## src/rtl/segaddr_pkg.sv

```systemverilog
package segaddr_pkg;
  localparam int ADDR_W  = 64;
  localparam int NARROW_W = 32;
  localparam int NUM_SEG = 6;
  localparam int SEG_W   = 3;
  localparam int PL_W    = 2;
  localparam int MODE_W  = 2;

  typedef enum logic [MODE_W-1:0] {
    MODE_LEGACY = 2'd0,
    MODE_COMPAT = 2'd1,
    MODE_LONG   = 2'd2,
    MODE_RSVD   = 2'd3
  } mode_e;

  localparam logic [SEG_W-1:0] SEG_AUX0 = 3'd4;
  localparam logic [SEG_W-1:0] SEG_AUX1 = 3'd5;

  // strobes from control to datapath
  typedef struct packed {
    logic wrStrobe;    // load the addressed segment
    logic issue;       // request accepted, produce a result
    logic privDeny;    // request rejected on privilege
    logic zeroBase;    // long mode, ordinary segment
    logic wideBase;    // long mode, auxiliary segment
    logic checkLimit;  // narrow modes compare against limit
  } ctrlStrobes_t;
endpackage

```

## src/rtl/segaddr_ctrl.sv

```systemverilog
module segaddr_ctrl
  import segaddr_pkg::*;
#(
  parameter int NSEG = NUM_SEG,
  parameter int SW   = SEG_W,
  parameter int PW   = PL_W
) (
  input  logic                  clk,
  input  logic                  rstN,
  input  logic                  wrEn,
  input  logic [SW-1:0]         wrSeg,
  input  logic                  reqValid,
  input  logic [MODE_W-1:0]     reqMode,
  input  logic [SW-1:0]         reqSeg,
  input  logic [PW-1:0]         reqCpl,
  input  logic [PW-1:0]         selDpl,
  output ctrlStrobes_t          ctrl
);
  localparam logic [PW-1:0] PL_USER   = '1;
  localparam logic [PW-1:0] PL_KERNEL = '0;

  logic isLong;
  logic isAux;
  logic denied;

  always_comb begin
    isLong = (reqMode == MODE_LONG);
    isAux  = (reqSeg == SEG_AUX0) || (reqSeg == SEG_AUX1);
    denied = (reqCpl == PL_USER) && (selDpl == PL_KERNEL);

    ctrl            = '0;
    ctrl.wrStrobe   = wrEn && (32'(wrSeg) < NSEG);
    ctrl.privDeny   = reqValid && denied;
    ctrl.issue      = reqValid && !denied;
    ctrl.zeroBase   = isLong && !isAux;
    ctrl.wideBase   = isLong && isAux;
    ctrl.checkLimit = !isLong;
  end


  deny_excl_chk: assert property (@(posedge clk) disable iff (!rstN)
    ctrl.privDeny |-> !ctrl.issue);


  base_sel_excl_chk: assert property (@(posedge clk) disable iff (!rstN)
    !(ctrl.zeroBase && ctrl.wideBase));
endmodule

```

## src/rtl/segaddr_dp.sv

```systemverilog
module segaddr_dp
  import segaddr_pkg::*;
#(
  parameter int AW   = ADDR_W,
  parameter int NW   = NARROW_W,
  parameter int NSEG = NUM_SEG,
  parameter int SW   = SEG_W,
  parameter int PW   = PL_W
) (
  input  logic               clk,
  input  logic               rstN,
  input  ctrlStrobes_t       ctrl,
  input  logic [SW-1:0]      wrSeg,
  input  logic [AW-1:0]      wrBase,
  input  logic [NW-1:0]      wrLimit,
  input  logic [PW-1:0]      wrDpl,
  input  logic [SW-1:0]      reqSeg,
  input  logic [AW-1:0]      reqOffset,
  output logic [PW-1:0]      selDpl,
  output logic               outValid,
  output logic [AW-1:0]      outLinear,
  output logic               outLimitFault,
  output logic               outPrivFault
);
  localparam int HI_W = AW - NW;

  logic [AW-1:0] baseQ  [NSEG];
  logic [NW-1:0] limitQ [NSEG];
  logic [PW-1:0] dplQ   [NSEG];

  // per-segment attribute registers
  for (genvar s = 0; s < NSEG; s++) begin : g_seg
    always_ff @(posedge clk) begin
      if (!rstN) begin
        baseQ[s]  <= '0;
        limitQ[s] <= '1;
        dplQ[s]   <= '1;
      end else if (ctrl.wrStrobe && (wrSeg == SW'(s))) begin
        baseQ[s]  <= wrBase;
        limitQ[s] <= wrLimit;
        dplQ[s]   <= wrDpl;
      end
    end
  end

  logic [AW-1:0] selBase;
  logic [NW-1:0] selLimit;
  logic [NW-1:0] narrowSum;
  logic [AW-1:0] wideSum;
  logic [AW-1:0] linNext;
  logic          overLimit;

  always_comb begin
    selBase  = '0;
    selLimit = '1;
    selDpl   = '1;
    for (int s = 0; s < NSEG; s++) begin
      if (reqSeg == SW'(s)) begin
        selBase  = baseQ[s];
        selLimit = limitQ[s];
        selDpl   = dplQ[s];
      end
    end
  end

  always_comb begin
    narrowSum = selBase[NW-1:0] + reqOffset[NW-1:0];
    wideSum   = selBase + reqOffset;
    overLimit = reqOffset[NW-1:0] > selLimit;
    if (ctrl.zeroBase)      linNext = reqOffset;
    else if (ctrl.wideBase) linNext = wideSum;
    else                    linNext = {{HI_W{1'b0}}, narrowSum};
  end

  always_ff @(posedge clk) begin
    if (!rstN) begin
      outValid      <= 1'b0;
      outLinear     <= '0;
      outLimitFault <= 1'b0;
      outPrivFault  <= 1'b0;
    end else begin
      outValid      <= ctrl.issue;
      outLinear     <= ctrl.issue ? linNext : '0;
      outLimitFault <= ctrl.issue && ctrl.checkLimit && overLimit;
      outPrivFault  <= ctrl.privDeny;
    end
  end


  idle_quiet_chk: assert property (@(posedge clk) disable iff (!rstN)
    !outValid |-> (outLinear == '0) && !outLimitFault);


  seg_held_chk: assert property (@(posedge clk) disable iff (!rstN)
    !$past(ctrl.wrStrobe) |-> $stable(baseQ[0]) && $stable(limitQ[0]));
endmodule

```

## src/rtl/seg_linear_addr_gen.sv

```systemverilog
module seg_linear_addr_gen
  import segaddr_pkg::*;
#(
  parameter int AW   = ADDR_W,
  parameter int NW   = NARROW_W,
  parameter int NSEG = NUM_SEG,
  parameter int SW   = SEG_W,
  parameter int PW   = PL_W
) (
  input  logic               clk,
  input  logic               rstN,
  input  logic               wrEn,
  input  logic [SW-1:0]      wrSeg,
  input  logic [AW-1:0]      wrBase,
  input  logic [NW-1:0]      wrLimit,
  input  logic [PW-1:0]      wrDpl,
  input  logic               reqValid,
  input  logic [MODE_W-1:0]  reqMode,
  input  logic [SW-1:0]      reqSeg,
  input  logic [AW-1:0]      reqOffset,
  input  logic [PW-1:0]      reqCpl,
  output logic               outValid,
  output logic [AW-1:0]      outLinear,
  output logic               outLimitFault,
  output logic               outPrivFault
);
  ctrlStrobes_t   ctrl;
  logic [PW-1:0]  selDpl;

  segaddr_ctrl #(.NSEG(NSEG), .SW(SW), .PW(PW)) u_ctrl (
    .clk      (clk),
    .rstN     (rstN),
    .wrEn     (wrEn),
    .wrSeg    (wrSeg),
    .reqValid (reqValid),
    .reqMode  (reqMode),
    .reqSeg   (reqSeg),
    .reqCpl   (reqCpl),
    .selDpl   (selDpl),
    .ctrl     (ctrl)
  );

  segaddr_dp #(.AW(AW), .NW(NW), .NSEG(NSEG), .SW(SW), .PW(PW)) u_dp (
    .clk           (clk),
    .rstN          (rstN),
    .ctrl          (ctrl),
    .wrSeg         (wrSeg),
    .wrBase        (wrBase),
    .wrLimit       (wrLimit),
    .wrDpl         (wrDpl),
    .reqSeg        (reqSeg),
    .reqOffset     (reqOffset),
    .selDpl        (selDpl),
    .outValid      (outValid),
    .outLinear     (outLinear),
    .outLimitFault (outLimitFault),
    .outPrivFault  (outPrivFault)
  );


  result_follows_req_chk: assert property (@(posedge clk) disable iff (!rstN)
    (outValid || outPrivFault) |-> $past(reqValid));


  priv_blocks_result_chk: assert property (@(posedge clk) disable iff (!rstN)
    outPrivFault |-> !outValid && !outLimitFault && (outLinear == '0));


  long_no_limit_chk: assert property (@(posedge clk) disable iff (!rstN)
    (outValid && ($past(reqMode) == MODE_LONG)) |-> !outLimitFault);


  narrow_upper_zero_chk: assert property (@(posedge clk) disable iff (!rstN)
    (outValid && ($past(reqMode) != MODE_LONG)) |-> (outLinear[AW-1:NW] == '0));
endmodule

```

## config.mk

```make
export PLATFORM = sky130hd
export DESIGN_NAME = seg_linear_addr_gen
export DESIGN_NICKNAME = d
export VERILOG_FILES = /design/src/rtl/segaddr_pkg.sv /design/src/rtl/segaddr_ctrl.sv /design/src/rtl/segaddr_dp.sv /design/src/rtl/seg_linear_addr_gen.sv
export SDC_FILE = /design/constraint.sdc
export NUM_CORES = 1
export LEC_CHECK = 0
export BUFFER_PORTS_ARGS = -buffer_cell sky130_fd_sc_hd__clkbuf_2
export CORE_MARGIN = 1.5
export CORE_UTILIZATION = 35
export CTS_CLUSTER_DIAMETER = 150
export DETAILED_ROUTE_END_ITERATION = 6
export PLACE_DENSITY = 0.6
export SLEW_MARGIN = 20
export SYNTH_ARGS = -nofsm -noshare
export SYNTH_HDL_FRONTEND = slang
export SYNTH_SLANG_ARGS = --single-unit
export TNS_END_PERCENT = 20
```

## constraint.sdc

```tcl
create_clock -name clk -period 9.4 [get_ports clk]
set_input_delay 1.88 -clock clk [delete_from_list [all_inputs] [get_ports clk]]
set_output_delay 1.88 -clock clk [all_outputs]
set_load 0.01 [all_outputs]
```

==> results.md <==
* Final instance area at between 30,000 and 40,000 um^2
* Worst slew pin tran at roughly 1100 ps
* Max-Cap Viols at 0
* Final Critical Period at 6230 ps
* DR WL/cell at around 25 um
* Inst Count DP at 4,021
* HP Class: reg2reg
* RePlAce Congestion at a little over 0.9
* Row cnt at around 110
* Root Buffer: clkbuf_16
* Slew HR at 28.5%
* Netlist cell types at 69
* Hold-fix buffers, CTS at 0
* Skew final at between 30 and 40 ps
* Synth warn at 0
* Clock Latency Late Sink at 620 ps
* Final global-route overflow total at 0
* Fraction of layout cells with a size suffix above 1 at between 10% and 20%
* Vias in the first global route at roughly 22,000
* Register area share after synthesis at 57.5%
* Sw frac at approximately a quarter
* Post-Place Cell Area at around 35,000 um^2
* R2R Setup Slk at 4990 ps
* Initial antenna violation count at 19
* Post-Syn Instances at 2,660
* First-pass GRT wire length at ~150,000 um
* Crit path arrival time at 6730 ps
* Async set or reset register ratio after synthesis at 0%
* Hold path start: u_dp.baseQ[1][22]$_SDFFCE_PN0P_
* TritonCTS clock tree: yes
* Post-synth EDFFs at between 500 and 600
* Crit Reg-Reg Endpoint: u_dp.outLinear[56]$_SDFF_PN0_
* Clk network pwr share at between 30 and 40%
* DR vias at between 20,000 and 25,000
* Maximum vdd ir drop at 0.000119 V
* Register share of total power at a little under half
* Ys flop type: edfxtp_1
* IO buf count at about 240
* Iteration-0 DRC Markers at 2,162
* Hold Path Depth at 5
* Core area at just over 90,000 um^2
* Power Density at between 150 and 200 nW/um^2
* #FFs+latches synth at around 650
* Final nets at about 3,100
* Fin crit share at around two thirds
* Post-DRT Antenna Nets at 0
* Max Root-Sink Buffers at 3
* DRT Pass-1 Iters at 5
* Total setup buffers inserted after CTS at 0
* Outcome: finished clean
* Drt total wl at 104,000 um
* Via-per-instance ratio at 5.39
* Worst-path clk slew at 60 ps
* I/O pin cnt at approximately 240
* Worst Setup SP: reqSeg[0]
* Worst-case reg-to-reg path depth at 15
* DIE AREA at roughly 96,000 um^2
* Worst Hold Path EP: u_dp.outLinear[22]$_SDFF_PN0_
* Critical path startpoint category: primary input
* Crit path kind: in2reg
* Switching pwr at approximately 1.9 mW
* Comb pwr share at between 10% and 20%
* Mean Syn Cell Area at ~12 um^2
* Hold Fails Final Rpt at 0
* Fmax at ~160 MHz
* Starting Density at a little over a third
* Mapped Nets at between 2,000 and 3,000
* Setup violators final at 0
* Die Height at a little over 300 um
* P_int at about 5.4 mW
* Finished Layout Cells at 4,163
* Die W at around 310 um
* Post-synth design cell area at 32,800 um^2
* Post-CTS sizing at 0
* CTS HTree Levels at 3
* Clock buffer count from CTS at 75
* Max Slew Vio Count at 0
* Total power draw at approximately 7.3 mW
* Number of fill cells at around 8,700
* Synth-to-Final Area Change at 15.4%
* Post-DP HPWL at approximately 67,000 um
* CP Data Required Time at a little under 10,000 ps
* Crit-path max FO at a little under 70
* Pleak at 14.1 nW
* All-Layer GR Usage at ~22%
* Clock Sinks at about 650
* Setup crit end kind: flop
* FF-to-FF Start: u_dp.baseQ[1][64]$_SDFFCE_PN0P_
* DRC errors left at 0
* RSZ-0062 raised after global routing: no
* Largest net degree at the start of global routing at ~100
[placed cells by master, fill, tap and decap left out, types with 21 or more instances in the layout]
master and instances:
edfxtp_1 584, and2_1 385, clkbuf_2 240, or3_1 208, nand2_1 189, a21oi_1 118, o21ai_0 117, ha_1 110
nor2_1 87, mux2i_1 86, mux4_2 76, clkbuf_16 75, dfxtp_1 67, a21o_1 41, mux2_2 35, o22ai_1 35
buf_4 35, xnor2_1 29, inv_1 28, clkbuf_1 25, xor2_1 24, nand4_1 24, nand3_1 21
[cells by family (layout without fill, tap and decap cells)]
kind of cell | after synthesis | in the layout | share of synthesized area, %
multiplexers | 197 | 197 | 9.04
AND/OR/NAND/NOR | 996 | 996 | 16.8
XOR/XNOR | 53 | 53 | 1.41
AO/OA/AOI/OAI | 448 | 448 | 8.64
buffers and inverters | 204 | 443 | 2.35
adder cells (fa/ha/maj) | 111 | 111 | 4.25
other | 0 | 10 | 0
flip-flops | 651 | 651 | 57.5
[critical path, cell delays in order]
cell     delay, ps
buf_8          560
buf_4          400
mux4_2         530
nand2_1         70
o21ai_0        150
ha_1           480
nand4_2        160
or4_1          540
a211o_1        280
and3_4         190
o31ai_4        430
a31oi_4        220
or4_1          530
a31oi_1        180
o31ai_1         70
[state kept, by name, indices dropped and copies added, names as in the netlist]
register / count
u_dp.dplQ: 12
u_dp.baseQ: 380
u_dp.outPrivFault: 1
u_dp.outLinear: 64
u_dp.limitQ: 192
u_dp.outValid: 1
u_dp.outLimitFault: 1
[synthesized netlist by cell type, types with 4 or more instances]
cell type	instances	area, um^2
a2111oi_0	5	43.8
a211o_1	4	35.0
a211oi_1	16	120
a21o_1	41	308
a21oi_1	118	591
a221o_1	12	120
a221oi_1	4	35.0
a31oi_1	13	81.3
and2_1	385	2410
and3_1	6	37.5
and4_1	5	43.8
buf_1	21	78.8
buf_2	4	20.0
clkbuf_1	149	559
dfxtp_1	67	1340
edfxtp_1	584	17500
ha_1	110	1380
inv_1	30	113
mux2_2	35	394
mux2i_1	86	861
mux4_2	76	1710
nand2_1	190	713
nand2b_1	7	43.8
nand3_1	22	110
nand3b_1	4	30.0
nand4_1	24	150
nor2_1	96	360
nor2b_1	12	75.1
nor3_1	17	85.1
nor4b_1	4	35.0
o2111ai_1	4	35.0
o211ai_1	6	45.0
o21a_1	9	67.6
o21ai_0	121	606
o21ai_1	4	20.0
o21bai_1	14	105
o221ai_1	8	70.1
o22ai_1	35	219
o31ai_1	8	60.1
or3_1	208	1300
xnor2_1	29	254
xor2_1	24	210
[power groups by stage]
stage | clock network, mW | registers, mW | logic (mW)
6_report | 2.90 | 3.40 | 1.06
3_3_place_gp | 0 | 3.45 | 1.05
3_5_place_dp | 0 | 3.46 | 1.05
2_1_floorplan | 0 | 3.47 | 0.659
4_1_cts | 2.95 | 3.40 | 1.05
5_1_grt | 3.05 | 3.41 | 1.15
[cell type report]
type                    instances  area, um^2  share of cell area [%]
inverters                      30         113                   0.297
multi-input cells            1805       13300                    35.2
flip-flops and latches        651       18900                    49.8
well taps                    1254        1570                    4.14
diodes                         10        25.0                  0.0661
repair buffers                281        1580                    4.17
clock buffers                 106        2050                    5.42
clock inverters                26         339                   0.895
[layer usage]
metal,vias up,wire length (um),track usage (%)
met5,-,142,0
met1,11208,46000,30.1
met4,22,2100,5.40
met2,780,48100,34.1
met3,130,8030,4.72
li1,10318,-,-
[worst max path at each step]
stage | cells past startpoint | to | slack, ps
after floorplan | 4 | u_dp.baseQ[0][100]$_SDFFCE_PN0P_ | -470
after global placement | 15 | u_dp.outLinear[57]$_SDFF_PN0_ | 2570
after detailed placement | 15 | u_dp.outLinear[57]$_SDFF_PN0_ | 2540
after CTS | 15 | u_dp.outLinear[57]$_SDFF_PN0_ | 3200
after global routing | 15 | u_dp.outLinear[57]$_SDFF_PN0_ | 2940
final | 15 | u_dp.outLinear[57]$_SDFF_PN0_ | 3170
[per-stage QoR]
step	setup TNS (ps)	util, %	setup WS, ps	hold WS [ps]
finish	0	40.7	3170	901
global route	0	40.6	2940	969
CTS	0	40.6	3200	902
detailed placement	0	38.1	2540	894
global placement	0	38.1	2570	863
floorplan	-131870	-	-471	786
No activity file was read; power rests on OpenSTA's default activity.
